$ cat config.mk
export PLATFORM = sky130hd
export DESIGN_NAME = clkgen_i2c_regport
export DESIGN_NICKNAME = d
export VERILOG_FILES = /design/src/rtl/clkgen_regport_pkg.sv /design/src/rtl/i2c_line_sync.sv /design/src/rtl/i2c_byte_engine.sv /design/src/rtl/clkgen_reg_bank.sv /design/src/rtl/clkgen_i2c_regport.sv
export SDC_FILE = /design/constraint.sdc
export NUM_CORES = 1
export LEC_CHECK = 0
export BUFFER_PORTS_ARGS = -buffer_cell sky130_fd_sc_hd__buf_2
export CORE_MARGIN = 1
export CORE_UTILIZATION = 40
export CTS_BUF_LIST = sky130_fd_sc_hd__clkbuf_16
export DETAILED_ROUTE_END_ITERATION = 12
export GPL_TIMING_DRIVEN = 0
export PLACE_DENSITY = 0.68
export SYNTH_ARGS = -nofsm -noshare
export SYNTH_HDL_FRONTEND = slang
export SYNTH_SLANG_ARGS = --single-unit
export TNS_END_PERCENT = 50
$ cat constraint.sdc
create_clock -name clk -period 5.75 [get_ports clk]
set_input_delay 0 -clock clk [delete_from_list [all_inputs] [get_ports clk]]
set_output_delay 0 -clock clk [all_outputs]
set_load 0.01 [all_outputs]
$ cat src/rtl/clkgen_regport_pkg.sv
package clkgen_regport_pkg;
  localparam int HS_W         = 3;
  localparam int N1_W         = 7;
  localparam int MULT_W       = 38;
  localparam int MULT_LO_BYTES = 4;
  localparam int PTR_W        = 8;

  localparam logic [PTR_W-1:0] A_DIV   = 8'd7;
  localparam logic [PTR_W-1:0] A_MIX   = 8'd8;
  localparam logic [PTR_W-1:0] A_MULT0 = 8'd9;
  localparam logic [PTR_W-1:0] A_CTRL  = 8'd135;
  localparam logic [PTR_W-1:0] A_HOLD  = 8'd137;

  localparam int CTRL_RST    = 7;
  localparam int CTRL_NEWF   = 6;
  localparam int CTRL_RECALL = 0;
  localparam int HOLD_FRZ    = 4;

  typedef enum logic [2:0] {EV_IDLE, EV_RX, EV_ACK, EV_TX, EV_MACK} eng_state_t;
  typedef enum logic [1:0] {RX_ADDR, RX_PTR, RX_DATA} rx_kind_t;
endpackage

$ cat src/rtl/i2c_line_sync.sv
module i2c_line_sync #(
  parameter int SYNC_STAGES = 2
) (
  input  logic clk,
  input  logic rst_n,
  input  logic scl_i,
  input  logic sda_i,
  output logic sda_lvl,
  output logic scl_rise,
  output logic scl_fall,
  output logic start_ev,
  output logic stop_ev
);
  localparam int LAST = SYNC_STAGES;

  logic [LAST:0] scl_pipe;
  logic [LAST:0] sda_pipe;

  always_ff @(posedge clk or negedge rst_n) begin
    if (!rst_n) begin
      scl_pipe <= '1;
      sda_pipe <= '1;
    end else begin
      scl_pipe <= {scl_pipe[LAST-1:0], scl_i};
      sda_pipe <= {sda_pipe[LAST-1:0], sda_i};
    end
  end

  logic scl_now, scl_old, sda_now, sda_old;
  assign scl_now = scl_pipe[LAST-1];
  assign scl_old = scl_pipe[LAST];
  assign sda_now = sda_pipe[LAST-1];
  assign sda_old = sda_pipe[LAST];

  assign sda_lvl  = sda_now;
  assign scl_rise = scl_now & ~scl_old;
  assign scl_fall = ~scl_now & scl_old;
  assign start_ev = scl_now & scl_old & sda_old & ~sda_now;
  assign stop_ev  = scl_now & scl_old & ~sda_old & sda_now;
endmodule

$ cat src/rtl/i2c_byte_engine.sv
module i2c_byte_engine
  import clkgen_regport_pkg::*;
#(
  parameter logic [6:0] DEV_ADDR = 7'h55
) (
  input  logic             clk,
  input  logic             rst_n,
  input  logic             sda_lvl,
  input  logic             scl_rise,
  input  logic             scl_fall,
  input  logic             start_ev,
  input  logic             stop_ev,
  input  logic [7:0]       rd_data,
  output logic [PTR_W-1:0] ptr,
  output logic             wr_en,
  output logic [PTR_W-1:0] wr_addr,
  output logic [7:0]       wr_data,
  output logic             sda_drive
);
  eng_state_t st;
  rx_kind_t   kind;
  logic [2:0] bitcnt;
  logic       byte_full;
  logic       is_read;
  logic       m_ack;
  logic [7:0] rx_sh;
  logic [7:0] tx_sh;

  always_ff @(posedge clk or negedge rst_n) begin
    if (!rst_n) begin
      st        <= EV_IDLE;
      kind      <= RX_ADDR;
      bitcnt    <= '0;
      byte_full <= 1'b0;
      is_read   <= 1'b0;
      m_ack     <= 1'b0;
      rx_sh     <= '0;
      tx_sh     <= '0;
      ptr       <= '0;
      wr_en     <= 1'b0;
      wr_addr   <= '0;
      wr_data   <= '0;
      sda_drive <= 1'b0;
    end else begin
      wr_en <= 1'b0;
      if (start_ev) begin
        st        <= EV_RX;
        kind      <= RX_ADDR;
        bitcnt    <= '0;
        byte_full <= 1'b0;
        sda_drive <= 1'b0;
      end else if (stop_ev) begin
        st        <= EV_IDLE;
        sda_drive <= 1'b0;
      end else begin
        case (st)
          EV_RX: begin
            if (scl_rise) begin
              rx_sh  <= {rx_sh[6:0], sda_lvl};
              bitcnt <= bitcnt + 3'd1;
              if (bitcnt == 3'd7) byte_full <= 1'b1;
            end else if (scl_fall && byte_full) begin
              byte_full <= 1'b0;
              bitcnt    <= '0;
              case (kind)
                RX_ADDR: begin
                  if (rx_sh[7:1] == DEV_ADDR) begin
                    is_read   <= rx_sh[0];
                    st        <= EV_ACK;
                    sda_drive <= 1'b1;
                  end else begin
                    st <= EV_IDLE;
                  end
                end
                RX_PTR: begin
                  ptr       <= rx_sh;
                  st        <= EV_ACK;
                  sda_drive <= 1'b1;
                end
                default: begin
                  wr_en     <= 1'b1;
                  wr_addr   <= ptr;
                  wr_data   <= rx_sh;
                  ptr       <= ptr + 8'd1;
                  st        <= EV_ACK;
                  sda_drive <= 1'b1;
                end
              endcase
            end
          end
          EV_ACK: begin
            if (scl_fall) begin
              if (kind == RX_ADDR && is_read) begin
                tx_sh     <= rd_data;
                sda_drive <= ~rd_data[7];
                ptr       <= ptr + 8'd1;
                bitcnt    <= '0;
                st        <= EV_TX;
              end else begin
                sda_drive <= 1'b0;
                kind      <= (kind == RX_ADDR) ? RX_PTR : RX_DATA;
                st        <= EV_RX;
              end
            end
          end
          EV_TX: begin
            if (scl_fall) begin
              if (bitcnt == 3'd7) begin
                sda_drive <= 1'b0;
                st        <= EV_MACK;
              end else begin
                tx_sh     <= {tx_sh[6:0], 1'b0};
                sda_drive <= ~tx_sh[6];
                bitcnt    <= bitcnt + 3'd1;
              end
            end
          end
          EV_MACK: begin
            if (scl_rise) begin
              m_ack <= ~sda_lvl;
            end else if (scl_fall) begin
              if (m_ack) begin
                tx_sh     <= rd_data;
                sda_drive <= ~rd_data[7];
                ptr       <= ptr + 8'd1;
                bitcnt    <= '0;
                st        <= EV_TX;
              end else begin
                st <= EV_IDLE;
              end
            end
          end
          default: ;
        endcase
      end
    end
  end
endmodule

$ cat src/rtl/clkgen_reg_bank.sv
module clkgen_reg_bank
  import clkgen_regport_pkg::*;
#(
  parameter int               RST_CYCLES = 16,
  parameter logic [HS_W-1:0]  DEF_HS     = 3'd2,
  parameter logic [N1_W-1:0]  DEF_N1     = 7'd3,
  parameter logic [MULT_W-1:0] DEF_MULT  = 38'h02D1E127AD
) (
  input  logic              clk,
  input  logic              rst_n,
  input  logic              wr_en,
  input  logic [PTR_W-1:0]  wr_addr,
  input  logic [7:0]        wr_data,
  input  logic [PTR_W-1:0]  rd_addr,
  output logic [7:0]        rd_data,
  output logic [HS_W-1:0]   hs_code,
  output logic [N1_W-1:0]   n1_code,
  output logic [MULT_W-1:0] mult,
  output logic              freeze,
  output logic              newf,
  output logic              recall,
  output logic              rst_active
);
  localparam int CW = $clog2(RST_CYCLES + 1);
  localparam int MULT_HI_W = MULT_W - 8 * MULT_LO_BYTES;

  logic [CW-1:0] rst_cnt;
  assign rst_active = (rst_cnt != '0);

  always_ff @(posedge clk or negedge rst_n) begin
    if (!rst_n) begin
      hs_code <= DEF_HS;
      n1_code <= DEF_N1;
      mult    <= DEF_MULT;
      freeze  <= 1'b0;
      newf    <= 1'b0;
      recall  <= 1'b0;
      rst_cnt <= '0;
    end else begin
      newf <= 1'b0;
      if (rst_active) begin
        rst_cnt <= rst_cnt - 1'b1;
        if (rst_cnt == CW'(1)) begin
          hs_code <= DEF_HS;
          n1_code <= DEF_N1;
          mult    <= DEF_MULT;
          freeze  <= 1'b0;
        end
      end
      if (recall) begin
        hs_code <= DEF_HS;
        n1_code <= DEF_N1;
        mult    <= DEF_MULT;
        recall  <= 1'b0;
      end
      if (wr_en) begin
        if (wr_addr == A_DIV) begin
          hs_code        <= wr_data[7:5];
          n1_code[6:2]   <= wr_data[4:0];
        end
        if (wr_addr == A_MIX) begin
          n1_code[1:0]   <= wr_data[7:6];
          mult[MULT_W-1 -: MULT_HI_W] <= wr_data[MULT_HI_W-1:0];
        end
        for (int i = 0; i < MULT_LO_BYTES; i++) begin
          if (wr_addr == A_MULT0 + PTR_W'(i))
            mult[8*(MULT_LO_BYTES-1-i) +: 8] <= wr_data;
        end
        if (wr_addr == A_CTRL) begin
          if (wr_data[CTRL_RST]) rst_cnt <= CW'(RST_CYCLES);
          newf   <= wr_data[CTRL_NEWF];
          recall <= wr_data[CTRL_RECALL];
        end
        if (wr_addr == A_HOLD) freeze <= wr_data[HOLD_FRZ];
      end
    end
  end

  always_comb begin
    rd_data = '0;
    if (rd_addr == A_DIV)  rd_data = {hs_code, n1_code[6:2]};
    if (rd_addr == A_MIX)  rd_data = {n1_code[1:0], mult[MULT_W-1 -: MULT_HI_W]};
    for (int i = 0; i < MULT_LO_BYTES; i++) begin
      if (rd_addr == A_MULT0 + PTR_W'(i))
        rd_data = mult[8*(MULT_LO_BYTES-1-i) +: 8];
    end
    if (rd_addr == A_CTRL) begin
      rd_data[CTRL_RST]    = rst_active;
      rd_data[CTRL_NEWF]   = newf;
      rd_data[CTRL_RECALL] = recall;
    end
    if (rd_addr == A_HOLD) rd_data[HOLD_FRZ] = freeze;
  end
endmodule

$ cat src/rtl/clkgen_i2c_regport.sv
module clkgen_i2c_regport
  import clkgen_regport_pkg::*;
#(
  parameter logic [6:0]        DEV_ADDR    = 7'h55,
  parameter int                SYNC_STAGES = 2,
  parameter int                RST_CYCLES  = 16,
  parameter logic [HS_W-1:0]   DEF_HS      = 3'd2,
  parameter logic [N1_W-1:0]   DEF_N1      = 7'd3,
  parameter logic [MULT_W-1:0] DEF_MULT    = 38'h02D1E127AD
) (
  input  logic              clk,
  input  logic              rst_n,
  input  logic              scl_i,
  input  logic              sda_i,
  output logic              sda_o,
  output logic              sda_oe,
  output logic [HS_W-1:0]   div_hs_code,
  output logic [N1_W-1:0]   div_out_code,
  output logic [MULT_W-1:0] mult_word,
  output logic              freeze_o,
  output logic              newfreq_o,
  output logic              recall_o,
  output logic              core_rst_o,
  output logic              clk_out_en
);
  logic sda_lvl, scl_rise, scl_fall, start_ev, stop_ev;
  logic [PTR_W-1:0] ptr, wr_addr;
  logic [7:0] rd_data, wr_data;
  logic wr_en, drive;

  i2c_line_sync #(.SYNC_STAGES(SYNC_STAGES)) u_sync (
    .clk(clk), .rst_n(rst_n), .scl_i(scl_i), .sda_i(sda_i),
    .sda_lvl(sda_lvl), .scl_rise(scl_rise), .scl_fall(scl_fall),
    .start_ev(start_ev), .stop_ev(stop_ev)
  );

  i2c_byte_engine #(.DEV_ADDR(DEV_ADDR)) u_eng (
    .clk(clk), .rst_n(rst_n), .sda_lvl(sda_lvl), .scl_rise(scl_rise),
    .scl_fall(scl_fall), .start_ev(start_ev), .stop_ev(stop_ev),
    .rd_data(rd_data), .ptr(ptr), .wr_en(wr_en), .wr_addr(wr_addr),
    .wr_data(wr_data), .sda_drive(drive)
  );

  clkgen_reg_bank #(
    .RST_CYCLES(RST_CYCLES), .DEF_HS(DEF_HS), .DEF_N1(DEF_N1), .DEF_MULT(DEF_MULT)
  ) u_bank (
    .clk(clk), .rst_n(rst_n), .wr_en(wr_en), .wr_addr(wr_addr),
    .wr_data(wr_data), .rd_addr(ptr), .rd_data(rd_data),
    .hs_code(div_hs_code), .n1_code(div_out_code), .mult(mult_word),
    .freeze(freeze_o), .newf(newfreq_o), .recall(recall_o),
    .rst_active(core_rst_o)
  );

  assign sda_o      = 1'b0;
  assign sda_oe     = drive;
  assign clk_out_en = ~core_rst_o;
endmodule

Word-level counts from Yosys, hierarchy flattened
Cells that the tools add are included.
- bits in registers: 114
- latch bits: 0
- RAM bits: 0
- memory bits (read-only): 0
- bits of input ports: 4
- memories kept: 0
- $add $sub $neg: 3
- $mul: 0
- divide/modulo/power cells: 0
- order comparisons: 0
- eq/ne operators: 54
- shift operators: 0
- mux-type cells: 116
- bitwise operators: 18
- reduce and logical (&&, ||, !) cells: 24
- operators by type and width (operator ; count):
    $mux W38 ; 4
    $mux W8 ; 17
    $eq A8 B4 Y1 const B ; 10
    $mux W7 ; 11
    $mux W3 ; 25
    $mux W1 ; 35
    $eq A8 B8 Y1 const B ; 4
    $ne A4 B3 Y1 const B ; 7
    $mux W5 ; 5
    $mux W2 ; 12
    $pmux W3 S4 ; 2
    $pmux W8 S3 ; 1
    $pmux W7 S3 ; 1
    $reduce_and A10 Y1 ; 2
    $eq A8 B3 Y1 const B ; 2
    $pmux W8 S2 ; 1
    $reduce_and A4 Y1 ; 4
    $ne A3 B2 Y1 const B ; 5
    $ne A2 B1 Y1 const B ; 6
    $ne A2 B2 Y1 const B ; 6
    $not A1 Y1 ; 11
    $reduce_and A11 Y1 ; 1
    $reduce_bool A5 Y1 ; 2
    $reduce_and A9 Y1 ; 1
    25 further kinds ; 40

Depth between registers and ports, before layout
Gate-level depths: netlist of run 1.
- depth in word-level cells: 15
- gate-level depth with buffers: 8
- mapped depth without buffers: 7

Modules after synthesis
From an unflattened synthesis of run 1, not the netlist that was laid out.
- cell total of the unflattened synthesis: 564
- area total of the unflattened synthesis: 5831.8 um2
- modules (own cells, without submodules) (module ; times used ; cells an instance ; area each (um2)):
    clkgen_reg_bank ; 1 ; 302 ; 2924.1
    i2c_byte_engine ; 1 ; 249 ; 2702.6
    i2c_line_sync ; 1 ; 10 ; 190.2
    clkgen_i2c_regport ; 1 ; 3 ; 15.0

Least setup slack after synthesis of run 1
OpenSTA, ideal clock, no wires.
- path type: reg-to-reg
- start: register u_sync.scl_pipe[1]
- end: register u_eng.tx_sh[1]
- setup time: 0.125 ns
- arrival time: 1.749 ns
- data required time: 5.625 ns
- path slack: 3.876 ns
- cell stages (with the launch flop): 8
- clock period less this slack: 1.874 ns
- cell sequence: dfstp_2 nand2b_1 buf_2 o21ai_1 nor3_1 nand2b_1 buf_2 mux2_2
- longest elaborated chain between the ends: 5
- ends and longest elaborated chain (item ; RTL line ; text):
    start, declared ; i2c_line_sync.sv:16 ; logic [LAST:0] scl_pipe;
    start signal, assigned ; i2c_line_sync.sv:24 ; scl_pipe <= {scl_pipe[LAST-1:0], scl_i};
    $and A1 B1 Y1 ; i2c_line_sync.sv:38, i2c_line_sync.sv:39 ;
    $and A1 B1 Y1 (on tied branches) (2 in a row) ; i2c_line_sync.sv:39, i2c_line_sync.sv:38 ;
    $not A1 Y1 (no source line) ; -- ;
    $reduce_and A10 Y1 (no source line) (*) ; -- ;
    end signal, assigned ; i2c_byte_engine.sv:94 ; tx_sh <= rd_data;
    end signal, assigned ; i2c_byte_engine.sv:112 ; tx_sh <= {tx_sh[6:0], 1'b0};
    end signal, assigned ; i2c_byte_engine.sv:123 ; tx_sh <= rd_data;
    end, declared ; i2c_byte_engine.sv:27 ; logic [7:0] tx_sh;
Every way passes the cells marked *; elsewhere a longest branch is shown, timed or not.
A chain may end at the register's enable or synchronous reset.

Worst setup path in the final report of run 1
- start: register u_eng.ptr[0]
- end: register u_eng.tx_sh[0]
- longest elaborated chain between the ends: 12
- ends and longest elaborated chain (item ; RTL line ; text):
    start, declared ; i2c_byte_engine.sv:14 ; output logic [PTR_W-1:0] ptr,
    start signal, assigned ; i2c_byte_engine.sv:76 ; ptr <= rx_sh;
    start signal, assigned ; i2c_byte_engine.sv:84 ; ptr <= ptr + 8'd1;
    start signal, assigned ; i2c_byte_engine.sv:96 ; ptr <= ptr + 8'd1;
    $eq A8 B3 Y1 ; clkgen_reg_bank.sv:81 ; if (rd_addr == A_DIV) rd_data = {hs_code, n1_code[6:2]};
    $mux W8 ; clkgen_reg_bank.sv:81 ;
    $mux W8 ; clkgen_reg_bank.sv:82 ; if (rd_addr == A_MIX) rd_data = {n1_code[1:0], mult[MULT_W-1 -: MULT_HI_W]};
    $mux W8 (4 in a row) ; clkgen_reg_bank.sv:84 ; if (rd_addr == A_MULT0 + PTR_W'(i))
    $mux W1 (*) ; clkgen_reg_bank.sv:87 ; if (rd_addr == A_CTRL) begin
    $mux W7 ; i2c_byte_engine.sv:122 ; if (m_ack) begin
    $mux W7 ; i2c_byte_engine.sv:121 ; end else if (scl_fall) begin
    $mux W7 ; i2c_byte_engine.sv:119 ; if (scl_rise) begin
    $pmux W7 S3 (*) ; i2c_byte_engine.sv:56 ; case (st)
Every way passes the cells marked *; elsewhere a longest branch is shown, timed or not. The select of a mux whose other input is x is not followed.

==> results of run 1 <==
==> final timing paths <==
kind | endpoint | from | cells past startpoint
setup / recovery | u_eng.tx_sh[0]$_DFFE_PN0P_ | u_eng.ptr[0]$_DFFE_PN0P_ | 8
hold / removal | u_eng.st[2]$_DFFE_PN0P_ | rst_n | 2
setup reg to reg | u_eng.tx_sh[0]$_DFFE_PN0P_ | u_eng.ptr[0]$_DFFE_PN0P_ | 8
hold reg to reg | u_sync.scl_pipe[1]$_DFF_PN1_ | u_sync.scl_pipe[0]$_DFF_PN1_ | 0
max in group asynchronous | u_bank.mult[28]$_DFF_PN1_ | rst_n | 3
min in group clk | u_sync.scl_pipe[0]$_DFF_PN1_ | scl_i | 2
==> cells in the mapped netlist, types with 10 or more instances <==
master	n
dfrtp_1	87
nand2_1	56
nor2_1	43
o21ai_0	32
a21oi_1	31
nand3_1	28
dfstp_2	27
mux2_2	24
inv_1	23
a22o_1	19
nor3_1	17
nand2b_1	15
buf_2	14
nor2b_1	12
clkbuf_1	10
==> routing by layer <==
layer,wire [µm],vias up,part of all wire,track usage
li1,-,2317,-,-
met1,7470,2565,0.44,0.325
met2,7860,222,0.46,0.358
met3,1360,29,0.079,0.0632
met4,430,0,0.025,0.0881
met5,0,-,0,0
==> power groups by stage <==
| stage | registers [mW] | clock network [mW] | logic [mW] |
|---|---|---|---|
| after floorplan | 0.836 | 0 | 0.0320 |
| after global placement | 0.840 | 0 | 0.0568 |
| after detailed placement | 0.840 | 0 | 0.0615 |
| after CTS | 0.827 | 1.15 | 0.0635 |
| after global routing | 0.829 | 1.19 | 0.0717 |
| final | 0.827 | 1.14 | 0.0624 |
==> per-stage QoR <==
stage | hold slack, ns | power, mW
global route | 0.215 | 2.09
finish | 0.133 | 2.03
detailed placement | 0.0433 | 0.901
CTS | 0.149 | 2.04
floorplan | -0.296 | 0.868
global placement | 0.105 | 0.896
==> area by class of cell <==
class,count,area (µm²),area share
multi-input cells,420,2750,0.387
plain buffers,33,180,0.0253
clock inverters,15,215,0.0302
repair buffers,61,345,0.0485
inverters,23,86.3,0.0121
well taps,184,230,0.0323
flip-flops and latches,114,2890,0.405
clock buffers,17,425,0.0597
==> cell families after synthesis <==
family	share of synthesized area
XOR/XNOR	0.00742
adder cells (fa/ha/maj)	0.0169
flip-flops	0.489
AO/OA/AOI/OAI	0.187
multiplexers	0.0559
buffers and inverters	0.0451
other	0.000635
AND/OR/NAND/NOR	0.199
==> state kept, by name, summed over array words and instances, names as in the netlist, 3 cells and up <==
name,flops
u_bank.hs_code,3
u_bank.mult,38
u_bank.n1_code,7
u_bank.rst_cnt,5
u_eng.bitcnt,3
u_eng.ptr,8
u_eng.rx_sh,8
u_eng.st,3
u_eng.tx_sh,7
u_eng.wr_addr,8
u_eng.wr_data,8
u_sync.scl_pipe,3
u_sync.sda_pipe,3
==> impl_metrics.tcl, run 1 <==
set metrics [dict create \
    cts_tree "done" \
    cp-end-kind "flip-flop" \
    crit_top_cell "o21ai_0" \
    reg2reg_slack_ns 3.21 \
    fmax_mhz 393 \
    holdBufCountCts 3 \
    clock_path_buffers 2 \
    setup_ws_ns 3.21 \
    post_cts_buffers 0 \
    path_class "flip-flop to flip-flop" \
    core_area_mm2 0.0145 \
    area_growth_pct 20.6 \
    combPwrFrac 0.031 \
    synth_top_area_frac 0.369 \
    fin_util 0.492 \
    dp.cells 832 \
    final_nets 682 \
    syn-cell-area_mm2 0.00591 \
    hpwl_um 12400 \
    dr.pass1.iters 9 \
    initial_core_util 0.408 \
    final_cell_mix "dfrtp_1 (87), buf_2 (70), nand2_1 (56)" \
    portBuffers 57 \
    ys_seq_elements 114 \
    fin_crit_sh 0.442 \
    slew_headroom 0.440 \
    hold_viol 0 \
    yosysTopAreaCell "dfrtp_1" \
    dpl_cell_area_mm2 0.00645 \
    grt.total_usage 0.237 \
    violations "design-rule violations" \
    critPathBufInv 2 \
    synth_cell_types 67 \
    yosysWarnings 0 \
    htree_num_levels 4 \
    period_needed_ns 2.54 \
    p_sw_frac 0.212 \
    postLayoutCellArea_mm2 0.00712 \
    status "finished, violations left" \
    rsz0062_at_grt "no" \
    final_cells 867 \
    seq_power_share 0.408 \
    startpoint_type "flip-flop" \
    dieArea_mm2 0.0153 \
    cp_data_arrival_time_ns 2.90 \
    crit_family "compound AO/OA/AOI/OAI gates" \
    vdd_drop_max_uv 193 \
    finalWirelength_um 17100 \
    insertion_delay_ns 0.42 \
    ant_nets 0 \
    cp_slowest_cell "dfrtp_1" \
    fillCellCount 1320 \
    numCtsBuffers 17 \
    cp_max_fo 10 \
    grt_max_degree 72 \
    diodes 0 \
    power_density_mw_per_mm2 285 \
    cts_resized 0 \
    synth_edf_count 0 \
    mostFrequentLayoutCell "dfrtp_1" \
    crit_chain "inv_1 -> ha_1 -> clkbuf_1 -> nor2_1 -> a221oi_1 -> o21ai_0 -> o21ai_0 -> a22o_1" \
    cp_slowest_stage_delay_ns 0.47 \
    wire_per_inst_um 19.8 \
    skew_ns 0.00786 \
    synth_ff_type "dfrtp_1" \
    worst_pin_slew_ns 0.828 \
    grt_pass1_vias 4807 \
    grt_pass1_wl_um 26700 \
    drv_cap 0 \
    p_int_mw 1.60 \
    drive_gt1_frac 0.255 \
    clkSlewWorstSetupHoldPaths_ns 0.05 \
    syn_inst 590 \
    drv_slew 0 \
    setup_viol 0 \
    fin_tns_setup_ns 0 \
    required_ns 6.10 \
    clock_sinks 114 \
    vias_per_cell 5.92 \
    avgSynthCellArea_um2 10.0 \
    async_flop_share 1.00 \
    hold_class "input pin to async pin" \
    synth_area_leaders "dfrtp_1 (37%), dfstp_2 (12%), mux2_2 (4.6%)" \
    first_iter_violations 572 \
    power.leakage_nw 3.36 \
    place_ws_ns 3.32 \
    cts_root_buf "clkbuf_16" \
    drc 1 \
    die_h_um 124 \
    place.gp.congestion 0.910 \
    grt_overflow 0 \
    syn_nets 602 \
    die_w_um 124 \
    ioPinCount 59 \
    vias 5133 \
    row_count 44 \
    antenna_found_initial 0 \
    switching_power_mw 0.431 \
    pwr-share-clk 0.562 \
    ys_seq_area_frac 0.489 \
]
(Power assumes the default switching activity.)
==> run 2: changes to the inputs <==
--- a/config.mk
+++ b/config.mk
@@ -5,6 +5,7 @@
 export SDC_FILE = /design/constraint.sdc
 export NUM_CORES = 1
 export LEC_CHECK = 0
+export ABC_AREA = 1
 export BUFFER_PORTS_ARGS = -buffer_cell sky130_fd_sc_hd__buf_2
 export CORE_MARGIN = 1
 export CORE_UTILIZATION = 40
==> constraint.sdc (replaced) <==
create_clock -name clk -period 2.42 [get_ports clk]
set_input_delay 0 -clock clk [delete_from_list [all_inputs] [get_ports clk]]
set_output_delay 0 -clock clk [all_outputs]
set_load 0.01 [all_outputs]
==> impl_metrics.tcl, run 2 <==
set metrics [dict create \
    fin_crit_sh 0.863 \
    power.leakage_nw 3.59 \
    die_w_um 122 \
    cp_data_arrival_time_ns 2.40 \
    initial_core_util 0.411 \
    grt_max_degree 69 \
    yosysWarnings 0 \
    wl_met2_um 6610 \
    syn-cell-area_mm2 0.00572 \
    rr_worst_depth 13 \
    required_ns 2.73 \
    final_cells 960 \
    vdd_drop_max_uv 529 \
    ant_nets 0 \
    dieArea_mm2 0.0148 \
    antenna_found_initial 0 \
    cts_tree "done" \
    synth_ff_type "dfrtp_1" \
    reg2reg_slack_ns 0.33 \
    drc 0 \
    htree_num_levels 4 \
    synth_area_leaders "dfrtp_1 (38%), dfstp_2 (12%), nand2_1 (9.6%)" \
    crit_path_end "u_eng.sda_drive$_DFFE_PN0P_" \
    wire_per_inst_um 15.2 \
    finalWirelength_um 14600 \
    hold_class "input pin to async pin" \
    vias_per_cell 5.14 \
    path_class "flip-flop to flip-flop" \
    wl_met1_um 6880 \
    ioPinCount 59 \
    r2r-start "u_eng.ptr[0]$_DFFE_PN0P_" \
    finalPower_mw 6.68 \
    dr.pass1.iters 5 \
    numCtsBuffers 17 \
    fin_tns_setup_ns 0 \
    first_iter_violations 500 \
    cp_max_fo 9 \
    area_growth_pct 20.4 \
    cp-end-kind "flip-flop" \
    insertion_delay_ns 0.42 \
    largest-register "u_bank.mult" \
    setup_ws_ns 0.333 \
    place.gp.congestion 0.902 \
    final_nets 779 \
    skew_ns 0.00754 \
    startpoint_type "flip-flop" \
    setup_viol 0 \
    place_ws_ns 0.390 \
    dp.cells 925 \
    final_cell_mix "nand2_1 (146), inv_1 (91), dfrtp_1 (87)" \
    critPathLaunch "u_eng.ptr[0]$_DFFE_PN0P_" \
    portBuffers 57 \
    async_flop_share 1.00 \
    row_count 43 \
    fin_util 0.494 \
    ys_seq_elements 114 \
    synth_commonest_cells "nand2_1 (146), inv_1 (90), dfrtp_1 (87)" \
    status "finished, final reports clean" \
    grt_pass1_vias 4786 \
    drv_slew 0 \
    drive_gt1_frac 0.228 \
    die_h_um 122 \
    grt.total_usage 0.219 \
    dr_wl_met3_um 655 \
    synth_cell_types 44 \
    synth_edf_count 0 \
    syn_inst 687 \
    largest_reg_flops 38 \
    grt_pass1_wl_um 24500 \
    drv_cap 0 \
    clock_path_buffers 2 \
    synth_most_common_cell "nand2_1" \
    grt_overflow 0 \
    core_area_mm2 0.0139 \
    avgSynthCellArea_um2 8.33 \
    slew_headroom 0.646 \
    ys_seq_area_frac 0.505 \
    r2r-end "u_eng.sda_drive$_DFFE_PN0P_" \
    vias 4935 \
    fmax_mhz 479 \
    yosysTopAreaCell "dfrtp_1" \
    diodes 0 \
    cts_root_buf "clkbuf_16" \
    clock_sinks 114 \
    routed.top_layer "met4" \
    hpwl_um 10700 \
    synth_top_area_frac 0.381 \
    syn_nets 699 \
    period_needed_ns 2.09 \
    mostFrequentLayoutCell "nand2_1" \
    power_density_mw_per_mm2 970 \
    clkSlewWorstSetupHoldPaths_ns 0.05 \
    rsz0062_at_grt "no" \
    worst_pin_slew_ns 0.531 \
    hold_viol 0 \
]
==> run 2: area by class of cell <==
cell class	count	area, µm²
fill	1336	7050
clock inverter	15	166
sequential	114	2890
timing repair buffer	61	349
clock buffer	17	425
buffer	14	88.8
multi-input combinational	454	2350
tap	180	225
inverter	105	397
==> run 2: what timing repair did <==
| action | 4_1_cts | 5_1_grt |
|---|---|---|
| hold buffers | 3 | 0 |
| resized for setup | 0 | 0 |
| hold endpoints to repair | 97 | 0 |
| setup buffers | 0 | 0 |
==> run 2: logic make-up (layout without fill, tap and decap cells) <==
logic type,after synthesis,after routing,synth area share
other cells,1,1,0.000656
buf+inv,119,212,0.0849
xor+xnor,4,4,0.00612
compound gates,151,151,0.148
flops,114,114,0.505
mux,1,1,0.00175
simple gates,289,289,0.236
fa+ha+maj,8,8,0.0175
==> run 2: metal layers <==
layer | global-route usage | vias up
met5 | 0 | -
li1 | - | 2422
met3 | 0.0403 | 31
met1 | 0.299 | 2328
met4 | 0.120 | 0
met2 | 0.327 | 154
==> run 2: how the worst min path moves through the flow <==
stage	slack [ns]	end	start	depth (start not counted)
2_1_floorplan	-0.30	u_bank.freeze$_DFF_PN0_	rst_n	0
5_1_grt	0.15	u_eng.st[0]$_DFFE_PN0P_	rst_n	2
3_3_place_gp	0.11	u_sync.scl_pipe[0]$_DFF_PN1_	scl_i	1
4_1_cts	0.1	u_eng.bitcnt[2]$_DFFE_PN0P_	rst_n	2
6_report	0.09	u_eng.st[0]$_DFFE_PN0P_	rst_n	2
3_5_place_dp	-0.03	u_eng.bitcnt[2]$_DFFE_PN0P_	rst_n	1
==> run 2: where the power goes <==
group | total [mW] | internal [mW] | switching, mW
combinational | 1.75 | 0.602 | 1.15
clock | 2.51 | 1.61 | 0.903
sequential | 2.42 | 2.16 | 0.259
==> run 2: through the flow <==
stage / hold slack, ns / area [µm²]
4_1_cts: 0.0996 / 6890
5_1_grt: 0.148 / 6890
2_1_floorplan: -0.296 / 5720
3_3_place_gp: 0.108 / 6230
3_5_place_dp: -0.0301 / 6260
6_report: 0.0932 / 6890
==> run 2: critical path, cell delays in order, from the launching register on <==
cell	delay, ns
dfrtp_1	0.44
inv_1	0.16
ha_1	0.23
nand3_1	0.11
nor2_2	0.37
nand2_1	0.11
nand3_1	0.11
nand2_1	0.07
nand2_1	0.07
nand2_1	0.07
nand3_1	0.08
nand2_1	0.07
nand2_1	0.06
nand2_1	0.04
